<file path="config.mk">
export PLATFORM = sky130hd
export DESIGN_NAME = uart_err_rx
export DESIGN_NICKNAME = d
export VERILOG_FILES = /design/src/rtl/uart_err_rx_pkg.sv /design/src/rtl/uart_err_rx_sync.sv /design/src/rtl/uart_err_rx_framer.sv /design/src/rtl/uart_err_rx_brk.sv /design/src/rtl/uart_err_rx_fifo.sv /design/src/rtl/uart_err_rx.sv
export SDC_FILE = /design/constraint.sdc
export NUM_CORES = 1
export LEC_CHECK = 0
export BUFFER_PORTS_ARGS = -buffer_cell sky130_fd_sc_hd__buf_2
export CAP_MARGIN = 15
export CORE_MARGIN = 1.5
export CORE_UTILIZATION = 55
export CTS_CLUSTER_DIAMETER = 80
export DETAILED_ROUTE_END_ITERATION = 7
export GPL_TIMING_DRIVEN = 0
export PLACE_DENSITY = 0.8
export SLEW_MARGIN = 25
export SYNTH_ARGS = -nofsm -noshare
export SYNTH_HDL_FRONTEND = slang
export SYNTH_SLANG_ARGS = --single-unit
</file>
<file path="constraint.sdc">
create_clock -name clk -period 2.88 [get_ports clk]
set_input_delay 0.288 -clock clk [delete_from_list [all_inputs] [get_ports clk]]
set_output_delay 0.288 -clock clk [all_outputs]
set_load 0.02 [all_outputs]
</file>
<file path="src/rtl/uart_err_rx_pkg.sv">
package uart_err_rx_pkg;

  typedef enum logic [0:0] {
    RX_IDLE = 1'b0,
    RX_RUN  = 1'b1
  } rx_state_e;

  // status vector layout: [0] parity, [1] frame, [2] overrun, [3] break
  typedef struct packed {
    logic brk;
    logic ovr;
    logic frm;
    logic par;
  } rx_status_t;

  // two or more high samples out of four read as a one
  function automatic logic vote_value(input logic [3:0] s);
    logic [2:0] n;
    n = 3'(s[0]) + 3'(s[1]) + 3'(s[2]) + 3'(s[3]);
    return (n >= 3'd2);
  endfunction

  // samples of one bit are not unanimous
  function automatic logic vote_split(input logic [3:0] s);
    return !((&s) || (~|s));
  endfunction

endpackage

</file>
<file path="src/rtl/uart_err_rx_sync.sv">
module uart_err_rx_sync #(
  parameter int STAGES = 2
) (
  input  logic clk,
  input  logic rst_n,
  input  logic rxd,
  output logic line,
  output logic fall
);
  logic [STAGES:0] chain;

  always_ff @(posedge clk) begin
    if (!rst_n) chain <= '1;
    else        chain <= {chain[STAGES-1:0], rxd};
  end

  assign line = chain[STAGES-1];
  assign fall = chain[STAGES] & ~chain[STAGES-1];
endmodule

</file>
<file path="src/rtl/uart_err_rx_framer.sv">
module uart_err_rx_framer
  import uart_err_rx_pkg::*;
#(
  parameter int CLK_DIV    = 1302,
  parameter int DATA_W     = 8,
  parameter bit ODD_PARITY = 1'b0
) (
  input  logic              clk,
  input  logic              rst_n,
  input  logic              line,
  input  logic              fall,
  output logic              frame_done,
  output logic [DATA_W-1:0] frame_data,
  output logic              frame_par_err,
  output logic              frame_frm_err
);
  localparam int FRAME_BITS = DATA_W + 3;
  localparam int SHIFT_W    = DATA_W + 4;
  localparam int DIV_W      = $clog2(CLK_DIV);
  localparam int BIT_W      = $clog2(FRAME_BITS);
  localparam logic [DIV_W-1:0] HALF_LD = DIV_W'(CLK_DIV / 2);
  localparam logic [DIV_W-1:0] FULL_LD = DIV_W'(CLK_DIV - 1);
  localparam logic [BIT_W-1:0] LAST_IX = BIT_W'(FRAME_BITS - 1);

  rx_state_e          state;
  logic [DIV_W-1:0]   div_cnt;
  logic [1:0]         qtr;
  logic [2:0]         samp;
  logic [BIT_W-1:0]   bit_idx;
  logic [SHIFT_W-1:0] shreg;

  logic               tick, bit_end, bval, bsplit;
  logic [3:0]         quad;
  logic [SHIFT_W-1:0] next_sh;

  assign tick    = (state == RX_RUN) && (div_cnt == '0);
  assign bit_end = tick && (qtr == 2'd3);
  assign quad    = {line, samp};
  assign bval    = vote_value(quad);
  assign bsplit  = vote_split(quad);
  // MSB accumulates sample disagreement; the lower bits shift right, LSB first
  assign next_sh = {shreg[SHIFT_W-1] | bsplit, bval, shreg[SHIFT_W-2:1]};

  always_ff @(posedge clk) begin
    if (!rst_n) begin
      state         <= RX_IDLE;
      div_cnt       <= '0;
      qtr           <= '0;
      samp          <= '0;
      bit_idx       <= '0;
      shreg         <= '0;
      frame_done    <= 1'b0;
      frame_data    <= '0;
      frame_par_err <= 1'b0;
      frame_frm_err <= 1'b0;
    end else begin
      frame_done <= 1'b0;
      unique case (state)
        RX_IDLE: begin
          if (fall) begin
            state   <= RX_RUN;
            div_cnt <= HALF_LD;
            qtr     <= '0;
            bit_idx <= '0;
            shreg   <= '0;
          end
        end
        RX_RUN: begin
          if (tick) begin
            div_cnt <= FULL_LD;
            samp    <= {samp[1:0], line};
            qtr     <= qtr + 2'd1;
            if (bit_end) begin
              if (bit_idx == '0 && quad != 4'b0000) begin
                state <= RX_IDLE;
              end else begin
                shreg <= next_sh;
                if (bit_idx == LAST_IX) begin
                  state         <= RX_IDLE;
                  frame_done    <= 1'b1;
                  frame_data    <= next_sh[DATA_W:1];
                  frame_par_err <= (^next_sh[DATA_W+1:1]) ^ ODD_PARITY;
                  frame_frm_err <= next_sh[SHIFT_W-1] | ~next_sh[DATA_W+2]
                                 | next_sh[0];
                end else begin
                  bit_idx <= bit_idx + 1'b1;
                end
              end
            end
          end else begin
            div_cnt <= div_cnt - 1'b1;
          end
        end
        default: state <= RX_IDLE;
      endcase
    end
  end
endmodule

</file>
<file path="src/rtl/uart_err_rx_brk.sv">
module uart_err_rx_brk #(
  parameter int LIMIT = 57288
) (
  input  logic clk,
  input  logic rst_n,
  input  logic line,
  output logic brk_evt
);
  localparam int CNT_W = $clog2(LIMIT + 2);
  localparam logic [CNT_W-1:0] LIM_V = CNT_W'(LIMIT);
  localparam logic [CNT_W-1:0] SAT_V = CNT_W'(LIMIT + 1);

  logic [CNT_W-1:0] low_cnt;

  assign brk_evt = !line && (low_cnt == LIM_V);

  always_ff @(posedge clk) begin
    if (!rst_n)            low_cnt <= '0;
    else if (line)         low_cnt <= '0;
    else if (low_cnt != SAT_V) low_cnt <= low_cnt + 1'b1;
  end
endmodule

</file>
<file path="src/rtl/uart_err_rx_fifo.sv">
module uart_err_rx_fifo #(
  parameter int DATA_W = 8,
  parameter int DEPTH  = 16
) (
  input  logic                       clk,
  input  logic                       rst_n,
  input  logic                       push,
  input  logic [DATA_W-1:0]          push_data,
  input  logic                       pop,
  output logic [DATA_W-1:0]          head,
  output logic                       full,
  output logic [$clog2(DEPTH+1)-1:0] level
);
  localparam int AW = $clog2(DEPTH);
  localparam int LW = $clog2(DEPTH + 1);

  logic [DATA_W-1:0] mem [DEPTH];
  logic [AW-1:0]     wp, rp;

  assign head = mem[rp];
  assign full = (level == LW'(DEPTH));

  always_ff @(posedge clk) begin
    if (push) mem[wp] <= push_data;
  end

  always_ff @(posedge clk) begin
    if (!rst_n) begin
      wp    <= '0;
      rp    <= '0;
      level <= '0;
    end else begin
      if (push) wp <= wp + 1'b1;
      if (pop)  rp <= rp + 1'b1;
      if (push && !pop)      level <= level + 1'b1;
      else if (pop && !push) level <= level - 1'b1;
    end
  end
endmodule

</file>
<file path="src/rtl/uart_err_rx.sv">
module uart_err_rx
  import uart_err_rx_pkg::*;
#(
  parameter int CLK_DIV    = 1302,
  parameter int DATA_W     = 8,
  parameter bit ODD_PARITY = 1'b0,
  parameter int FIFO_DEPTH = 16
) (
  input  logic              clk,
  input  logic              rst_n,
  input  logic              rxd,
  input  logic              rd_en,
  input  logic              stat_clr,
  output logic [DATA_W-1:0] rd_data,
  output logic              rd_valid,
  output logic              rx_empty,
  output logic [3:0]        status
);
  localparam int LVL_W     = $clog2(FIFO_DEPTH + 1);
  localparam int BRK_LIMIT = (DATA_W + 3) * 4 * CLK_DIV;

  logic              line, fall;
  logic              frame_done, frame_par_err, frame_frm_err;
  logic [DATA_W-1:0] frame_data;
  logic              brk_evt, ovr_evt;
  logic              hold_full, xfer, load, pop;
  logic [DATA_W-1:0] hold_data, head;
  logic              fifo_full;
  logic [LVL_W-1:0]  fifo_level;
  rx_status_t        stat_q, stat_ev;

  uart_err_rx_sync #(.STAGES(2)) u_sync (
    .clk(clk), .rst_n(rst_n), .rxd(rxd), .line(line), .fall(fall)
  );

  uart_err_rx_framer #(
    .CLK_DIV(CLK_DIV), .DATA_W(DATA_W), .ODD_PARITY(ODD_PARITY)
  ) u_framer (
    .clk(clk), .rst_n(rst_n), .line(line), .fall(fall),
    .frame_done(frame_done), .frame_data(frame_data),
    .frame_par_err(frame_par_err), .frame_frm_err(frame_frm_err)
  );

  uart_err_rx_brk #(.LIMIT(BRK_LIMIT)) u_brk (
    .clk(clk), .rst_n(rst_n), .line(line), .brk_evt(brk_evt)
  );

  uart_err_rx_fifo #(.DATA_W(DATA_W), .DEPTH(FIFO_DEPTH)) u_fifo (
    .clk(clk), .rst_n(rst_n), .push(xfer), .push_data(hold_data),
    .pop(pop), .head(head), .full(fifo_full), .level(fifo_level)
  );

  // hold stage: one byte parked while the FIFO has no room
  assign xfer    = hold_full && !fifo_full;
  assign load    = frame_done && (!hold_full || xfer);
  assign ovr_evt = frame_done && hold_full && fifo_full;
  assign pop     = rd_en && !rx_empty;

  always_ff @(posedge clk) begin
    if (!rst_n) begin
      hold_full <= 1'b0;
      hold_data <= '0;
    end else begin
      if (xfer) hold_full <= 1'b0;
      if (load) begin
        hold_full <= 1'b1;
        hold_data <= frame_data;
      end
    end
  end

  always_ff @(posedge clk) begin
    if (!rst_n) begin
      rd_valid <= 1'b0;
      rd_data  <= '0;
    end else begin
      rd_valid <= pop;
      if (pop) rd_data <= head;
    end
  end

  always_comb begin
    stat_ev.par = frame_done && frame_par_err;
    stat_ev.frm = frame_done && frame_frm_err;
    stat_ev.ovr = ovr_evt;
    stat_ev.brk = brk_evt;
  end

  always_ff @(posedge clk) begin
    if (!rst_n) stat_q <= '0;
    else        stat_q <= (stat_q & ~{4{stat_clr}}) | stat_ev;
  end

  assign status   = stat_q;
  assign rx_empty = (fifo_level == '0);
endmodule

</file>
==> metrics.txt, run 1 <==
pre-CTS setup slack -364 ps; largest net degree at the start of global routing 18; initial DRC count 414; maxcap violations 0; commonest non-fill, non-tap cell in the layout edfxtp_1; hold violation count in the final report 0; Clock Path Buffers 3; Async S/R FF share, synth 0%; Mapped Cells approximately 670; setup TNS 0 ps; FMAX 0.362 GHz; number of antenna diodes 0; die area 17,500 sq um; flops & latches, synth 225; Post-DRT Antenna Nets 0; DR DRC count 0; routed vias 5,733; register area around 5800 sq um; Tot Pwr 7.75 mW; Post-synth EDFFs 128; Via density ~6.0; fin crit share approximately 96%; Slew Viols, Final 0; Syn Nets between 600 and 700; startpoint types flip-flop; drt first pass iters 5; Core Area 16,500 sq um; root buf cell clkbuf_16; layout net count 739; CP cell instances or4_4 > o21a_4 > inv_4 > ha_2 > inv_2 > fa_2 > a21o_1 > a21oi_2 > xnor2_1 > or3_1 > a21oi_1; WL per Instance 20.2 microns; CP Data Arrival Time around 3200 ps; Worst-Skew Late Latency 500 ps; share of the synthesized area in the top cell type 41.8%; Critical Path Slowest Stage Cell or4_4; worst r2r src u_fifo.level[0]; sequential area share after synthesis 62.9%; Critical Path Max Stage Delay roughly 540 ps; FP Rows 47; Lkg Pwr roughly 3.6 nW; cell taking the most area after synthesis edfxtp_1; initial antenna violation count 0; Worst setup startpoint u_fifo.level[0]; maximum vdd drop 488 uV; Cell Pwr Density between 700 and 800 nW/um^2; Worst-path clk slew 60 ps; Die Wd 132 microns; DP Cell Count roughly 900; Die Span Y 132 microns; Worst slew margin a little under half; Worst Setup Path Type reg -> reg; crit end category flip-flop; GRT Util Overall 22.4%; final worst slack 116 ps; vias in the first global route 5,856; first-pass GRT wire length ~31,000 microns; family with the most delay on the worst path simple AND/OR/NAND/NOR gates; share of layout cells above drive strength 1 about 17%; port bufs 17; commonest non-fill, non-tap cells in the layout edfxtp_1, dfxtp_1, nor2_1; total grt overflow 0; Multi-input gate area 3290 sq um; hpwl dp between 10,000 and 15,000 microns; Ports 19; routed wire length 19,200 microns; Reg2Reg Setup Slack between 100 and 150 ps; Starting Density a little under three fifths; fillers 1,167; CTS tree yes; Max FO, Critical Path 5; synth warn 0; synthesized cell area 9210 sq um; status finished clean; Avg Inst Size Synth 13.8 sq um; total CTS buffers 22; worst slew pin tran approximately 780 ps; Buf/Inv on CP 2; TritonCTS Sinks between 200 and 250; worst hold start stat_clr; Top FF cell, synth edfxtp_1; Syn-to-layout area delta 14.1%; Final GP Congestion 0.824; Min-Delay Path Class in -> reg; Setup Viol. Count Final 0; H-Tree Depth 1; Worst EP required around 3300 ps; Layout Cells excl Fill ~950; Final Critical Period 2760 ps; most area-consuming cells after synthesis edfxtp_1, dfxtp_1, mux4_2, nor2_1, ha_1; Distinct cells, synth 67; Final Skew between 9 and 10 ps
==> repair_timing <==
| item | 4_1_cts | 5_1_grt |
|---|---|---|
| hold buffers | 1 | 0 |
| gates resized for setup | 7 | 7 |
| setup endpoints to repair | 2 | 1 |
| endpoints found under the hold margin | 1 | 0 |
| cloned | 0 | 0 |
| pin swaps | 0 | 2 |
| buffers inserted | 1 | 1 |
==> per-layer routing <==
metal | vias up | GRT usage [%] | wire, microns | part of all wire, %
met5 | - | 0 | 0 | 0
met4 | 0 | 6.78 | 412 | 2.1
met3 | 37 | 3.96 | 1230 | 6.4
met2 | 243 | 37.8 | 9530 | 50
met1 | 2859 | 29.8 | 8000 | 42
li1 | 2594 | - | - | -
==> final timing paths <==
path,end,cells after the start
max reg2reg,u_fifo.level[4],11
min reg2reg,u_sync.chain[1],1
max,u_fifo.level[4],11
min,status[3],4
==> power breakdown <==
group          switching, mW  internal (mW)
clock                   1.20           2.03
sequential            0.0894           3.45
combinational          0.539          0.442
==> worst reg2reg max path, delay by kind of cell, from the launching register on <==
kind	cells	cell delay, ps
and+or+nand+nor	2	850
AOI/OAI and AO/OA	4	710
DFF	1	370
buffers and inverters	2	130
adders and majority gates	2	540
xor gates and xnor gates	1	90
==> state kept, by name, indices dropped and copies added (netlist names), 5 cells and up <==
register and cells:
u_fifo.level 5, u_framer.div_cnt 11, rd_data 8, u_brk.low_cnt 16, hold_data 8, u_framer.frame_data 8
u_fifo.mem 128, u_framer.shreg 11
==> synth_stat cells, drive strengths merged, types with 5 or more instances <==
master  count
nand2b      9
inv        16
a22o       10
xnor2      14
a31o        9
dfxtp      97
buf        15
a22oi      20
nor4        5
nor3       14
a21oi      22
o21ai      10
clkbuf     15
mux2i      24
nand2      24
and2        5
edfxtp    128
nand3       7
mux4       32
xor2       15
nor2b       5
ha         21
a21o        5
nand4       9
nor2       86
==> area by class of cell <==
| class | count | area share [%] |
|---|---|---|
| Sequential cell | 225 | 55.2 |
| Multi-Input combinational cell | 397 | 31.3 |
| Clock buffer | 28 | 6.46 |
| Tap cell | 220 | 2.62 |
| Clock inverter | 12 | 1.56 |
| Buffer | 29 | 1.22 |
| Timing Repair Buffer | 20 | 1.05 |
| Inverter | 17 | 0.632 |
==> cell families (layout without fill, tap and decap cells) <==
| group | count (synthesis) | in the layout | share of synthesized area [%] |
|---|---|---|---|
| AO/OA/AOI/OAI | 97 | 97 | 7.45 |
| flip-flops | 225 | 225 | 62.9 |
| XOR/XNOR | 30 | 30 | 3.00 |
| AND/OR/NAND/NOR | 191 | 191 | 10.9 |
| multiplexers | 57 | 57 | 10.6 |
| adder cells (fa/ha/maj) | 22 | 22 | 3.07 |
| buffers and inverters | 47 | 106 | 2.12 |
==> per-stage QoR <==
stage	instance area [sq um]	util (%)	hold WS (ps)
after CTS	10500	63.5	113
after global routing	10500	63.8	152
final	10500	63.8	124
after detailed placement	9590	58.2	401
after global placement	9570	58.1	403
after floorplan	9210	-	386
Note: power is estimated with default switching activity, not from simulation.
==> inputs of run 2 (changes only) <==
Settings changed: ABC_AREA set to 1, HOLD_SLACK_MARGIN set to 0.05.
==> metrics.txt, run 2 <==
Tot Pwr 8.44 mW (+9.0%); Seq pwr share 42.5% (-3.2 points); pre-CTS setup slack 445 ps (+809 ps); Async S/R FF share, synth 0% (unchanged); XOR/XNOR share of the synthesized area 1.15% (-1.9 points); Via density 5.54 (-8.4%); Avg Inst Size Synth 9.05 sq um (-34%); Ports 19 (unchanged); routed vias 7,635 (+33%); Worst-Skew Late Latency 500 ps (about the same); Setup Viol. Count Final 0 (unchanged); Min-Delay Path Class in -> reg; Final GP Congestion 0.918 (+11%); Distinct cells, synth 37 (-45%); number of antenna diodes 0 (unchanged); root buf cell clkbuf_16; port bufs 18 (+1); DR DRC count 0 (unchanged); CP Data Arrival Time 2960 ps (-220 ps); flops & latches, synth 225 (unchanged); setup TNS 0 ps (unchanged); Setup Fix Bufs, Post-CTS 0 (-1); Critical Path Slowest Stage Cell fa_1; Worst EP required 3310 ps (about the same); Lkg Pwr 4.36 nW (+21%); Compound-Gate Fraction of Synth Area 8.88% (+1.4 points); total grt overflow 0 (unchanged); Syn Nets 1,121 (+61%); Slew Viols, Final 0 (unchanged); unrepaired setup endpoints after global routing false; Final Skew 14.4 ps (+4.65 ps); Post-synth EDFFs 128 (unchanged); most area-consuming cells after synthesis edfxtp_1, dfxtp_1, nor2_1, nand2_1, o21ai_0; sequential area share after synthesis 58.5% (-4.4 points); FMAX 0.396 GHz (+9.5%); Worst slew margin 33.7% (-14 points); Worst Setup Path Type reg -> reg; commonest non-fill, non-tap cells in the layout nor2_1, nand2_1, edfxtp_1; Critical Path Max Stage Delay 400 ps (-140 ps); mux contribution to synthesized area 0% (-11 points); Core Area 17,400 sq um (+5.8%); hold violation count in the final report 0 (unchanged); count leader, synth nor2_1; H-Tree Depth 1 (unchanged); fin crit share 87.7% (-8.3 points); routed wire length 22,400 microns (+17%); DP Cell Count 1,337 (+48%); largest family of logic cells by synthesized area simple AND/OR/NAND/NOR gates; CTS tree yes; Largest regs u_fifo.mem x128, u_brk.low_cnt x16; switching power of the nets 2.57 mW (+41%); cell taking the most area after synthesis edfxtp_1; initial antenna violation count 0 (unchanged); post-route design area 11,000 sq um (+5.0%); Largest register FFs 128 (unchanged); crit end category flip-flop; commonest non-fill, non-tap cell in the layout nor2_1; vias in the first global route 7,111 (+21%); startpoint types flip-flop; CP cell instances nor2_1 > nand4_1 > nand2_1 > ha_1 > inv_1 > fa_1 > nand2_1 > nand2_1 > a21oi_1 > nor2_1 > nor2_1 > nand2_1 > nand2_1 > nand2_1 > nor2_1; maximum vdd drop 523 uV (+7.0%); Post-DRT Antenna Nets 0 (unchanged); Hold Slack 89.2 ps (-35.2 ps); share of the synthesized area in the top cell type 38.8% (-2.9 points); Clock Path Buffers 3 (unchanged); final worst slack 355 ps (+239 ps); initial DRC count 590 (+43%); FP Rows 48 (+2.1%); clock power share 35.2% (-6.4 points); Starting Density 56.8% (+0.91 points); Worst-path clk slew 60 ps (about the same); sw frac 30.4% (+6.9 points); area share of fa/ha/maj cells after synthesis 2.86% (-0.21 points); Cell Pwr Density 766 nW/um^2 (+3.8%); drt first pass iters 5 (unchanged); Max FO, Critical Path 6 (+1); synth warn 0 (unchanged); Layout Cells excl Fill 1,379 (+45%); GRT Util Overall 24.3% (+2.0 points); share of layout cells above drive strength 1 8.49% (-8.8 points); crit-path most repeated cell nand2_1; Post-CTS Hold Buffers 1 (unchanged); synthesized cell area 9900 sq um (+7.5%); maxcap violations 0 (unchanged); largest net degree at the start of global routing 18 (unchanged); fillers 1,407 (+21%); post-synthesis simple-gate area fraction 23.1% (+12 points); status finished clean; Placed Area 10,300 sq um (+7.1%); layout net count 1,165 (+58%); fin util 63.3% (-0.46 points); Die Wd 137 microns (+3.6%); Post-synth top cells nor2_1, nand2_1, edfxtp_1; Final Critical Period 2520 ps (-239 ps); Mapped Cells 1,094 (+64%); Syn-to-layout area delta 11.4%; Die Span Y 137 microns (+3.6%); worst slew pin tran 991 ps (+215 ps); Top FF cell, synth edfxtp_1; Pint 5.87 mW (-0.81%); largest reg by FF count u_fifo.mem; PostCTS Resize Cnt 0 (-7); total CTS buffers 23 (+4.5%); TritonCTS Sinks 225 (unchanged); die area 18,800 sq um (+7.3%); first-pass GRT wire length 35,500 microns (+15%); hpwl dp 15,300 microns (+25%); combinational power share 22.3% (+9.6 points); WL per Instance 16.2 microns (-20%)
-- run 2: cell families (layout without fill, tap and decap cells) --
family	count (synthesis)	in the layout
AOI/OAI and AO/OA	165	165
xor gates and xnor gates	13	13
adders and majority gates	22	22
buffers and inverters	140	200
DFF	225	225
and+or+nand+nor	529	529
-- run 2: power groups by stage --
stage | Combinational, mW | Clock, mW | Sequential, mW
final | 1.88 | 2.97 | 3.59
after CTS | 1.87 | 3.00 | 3.59
after detailed placement | 1.85 | 0 | 3.65
after global routing | 2.09 | 3.11 | 3.60
after global placement | 1.79 | 0 | 3.65
after floorplan | 1.26 | 0 | 3.69
-- run 2: worst paths after layout --
kind                                       from         endpoint  slack [ps]  depth (start not counted)
worst max-delay path            u_fifo.level[2]  u_fifo.level[4]         360                         15
worst min register to register  u_sync.chain[0]  u_sync.chain[1]         420                          1
worst min-delay path                   stat_clr        status[0]          90                          4
worst max register to register  u_fifo.level[2]  u_fifo.level[4]         360                         15
-- run 2: layout make-up --
class	instances	area, sq um	area share (%)
multi-input cells	729	3560	32.3
plain buffers	40	176	1.60
clock buffers	32	629	5.71
well taps	225	282	2.55
inverters	100	375	3.40
repair buffers	19	100	0.908
flip-flops and latches	225	5790	52.5
clock inverters	9	119	1.08
-- run 2: metal layers --
metal / vias up / share of wire [%] / global-route usage, %
met2: 297 / 48 / 42.1
met5: - / 0 / 0
li1: 3718 / - / -
met1: 3549 / 41 / 30.9
met4: 0 / 4.5 / 10.3
met3: 71 / 6.4 / 2.96
-- run 2: critical path, delay by kind of cell (launching register included) --
kind | cells | cell delay, ps
and+or+nand+nor | 11 | 1210
adders and majority gates | 2 | 650
DFF | 1 | 330
AOI/OAI and AO/OA | 1 | 160
buffers and inverters | 1 | 110
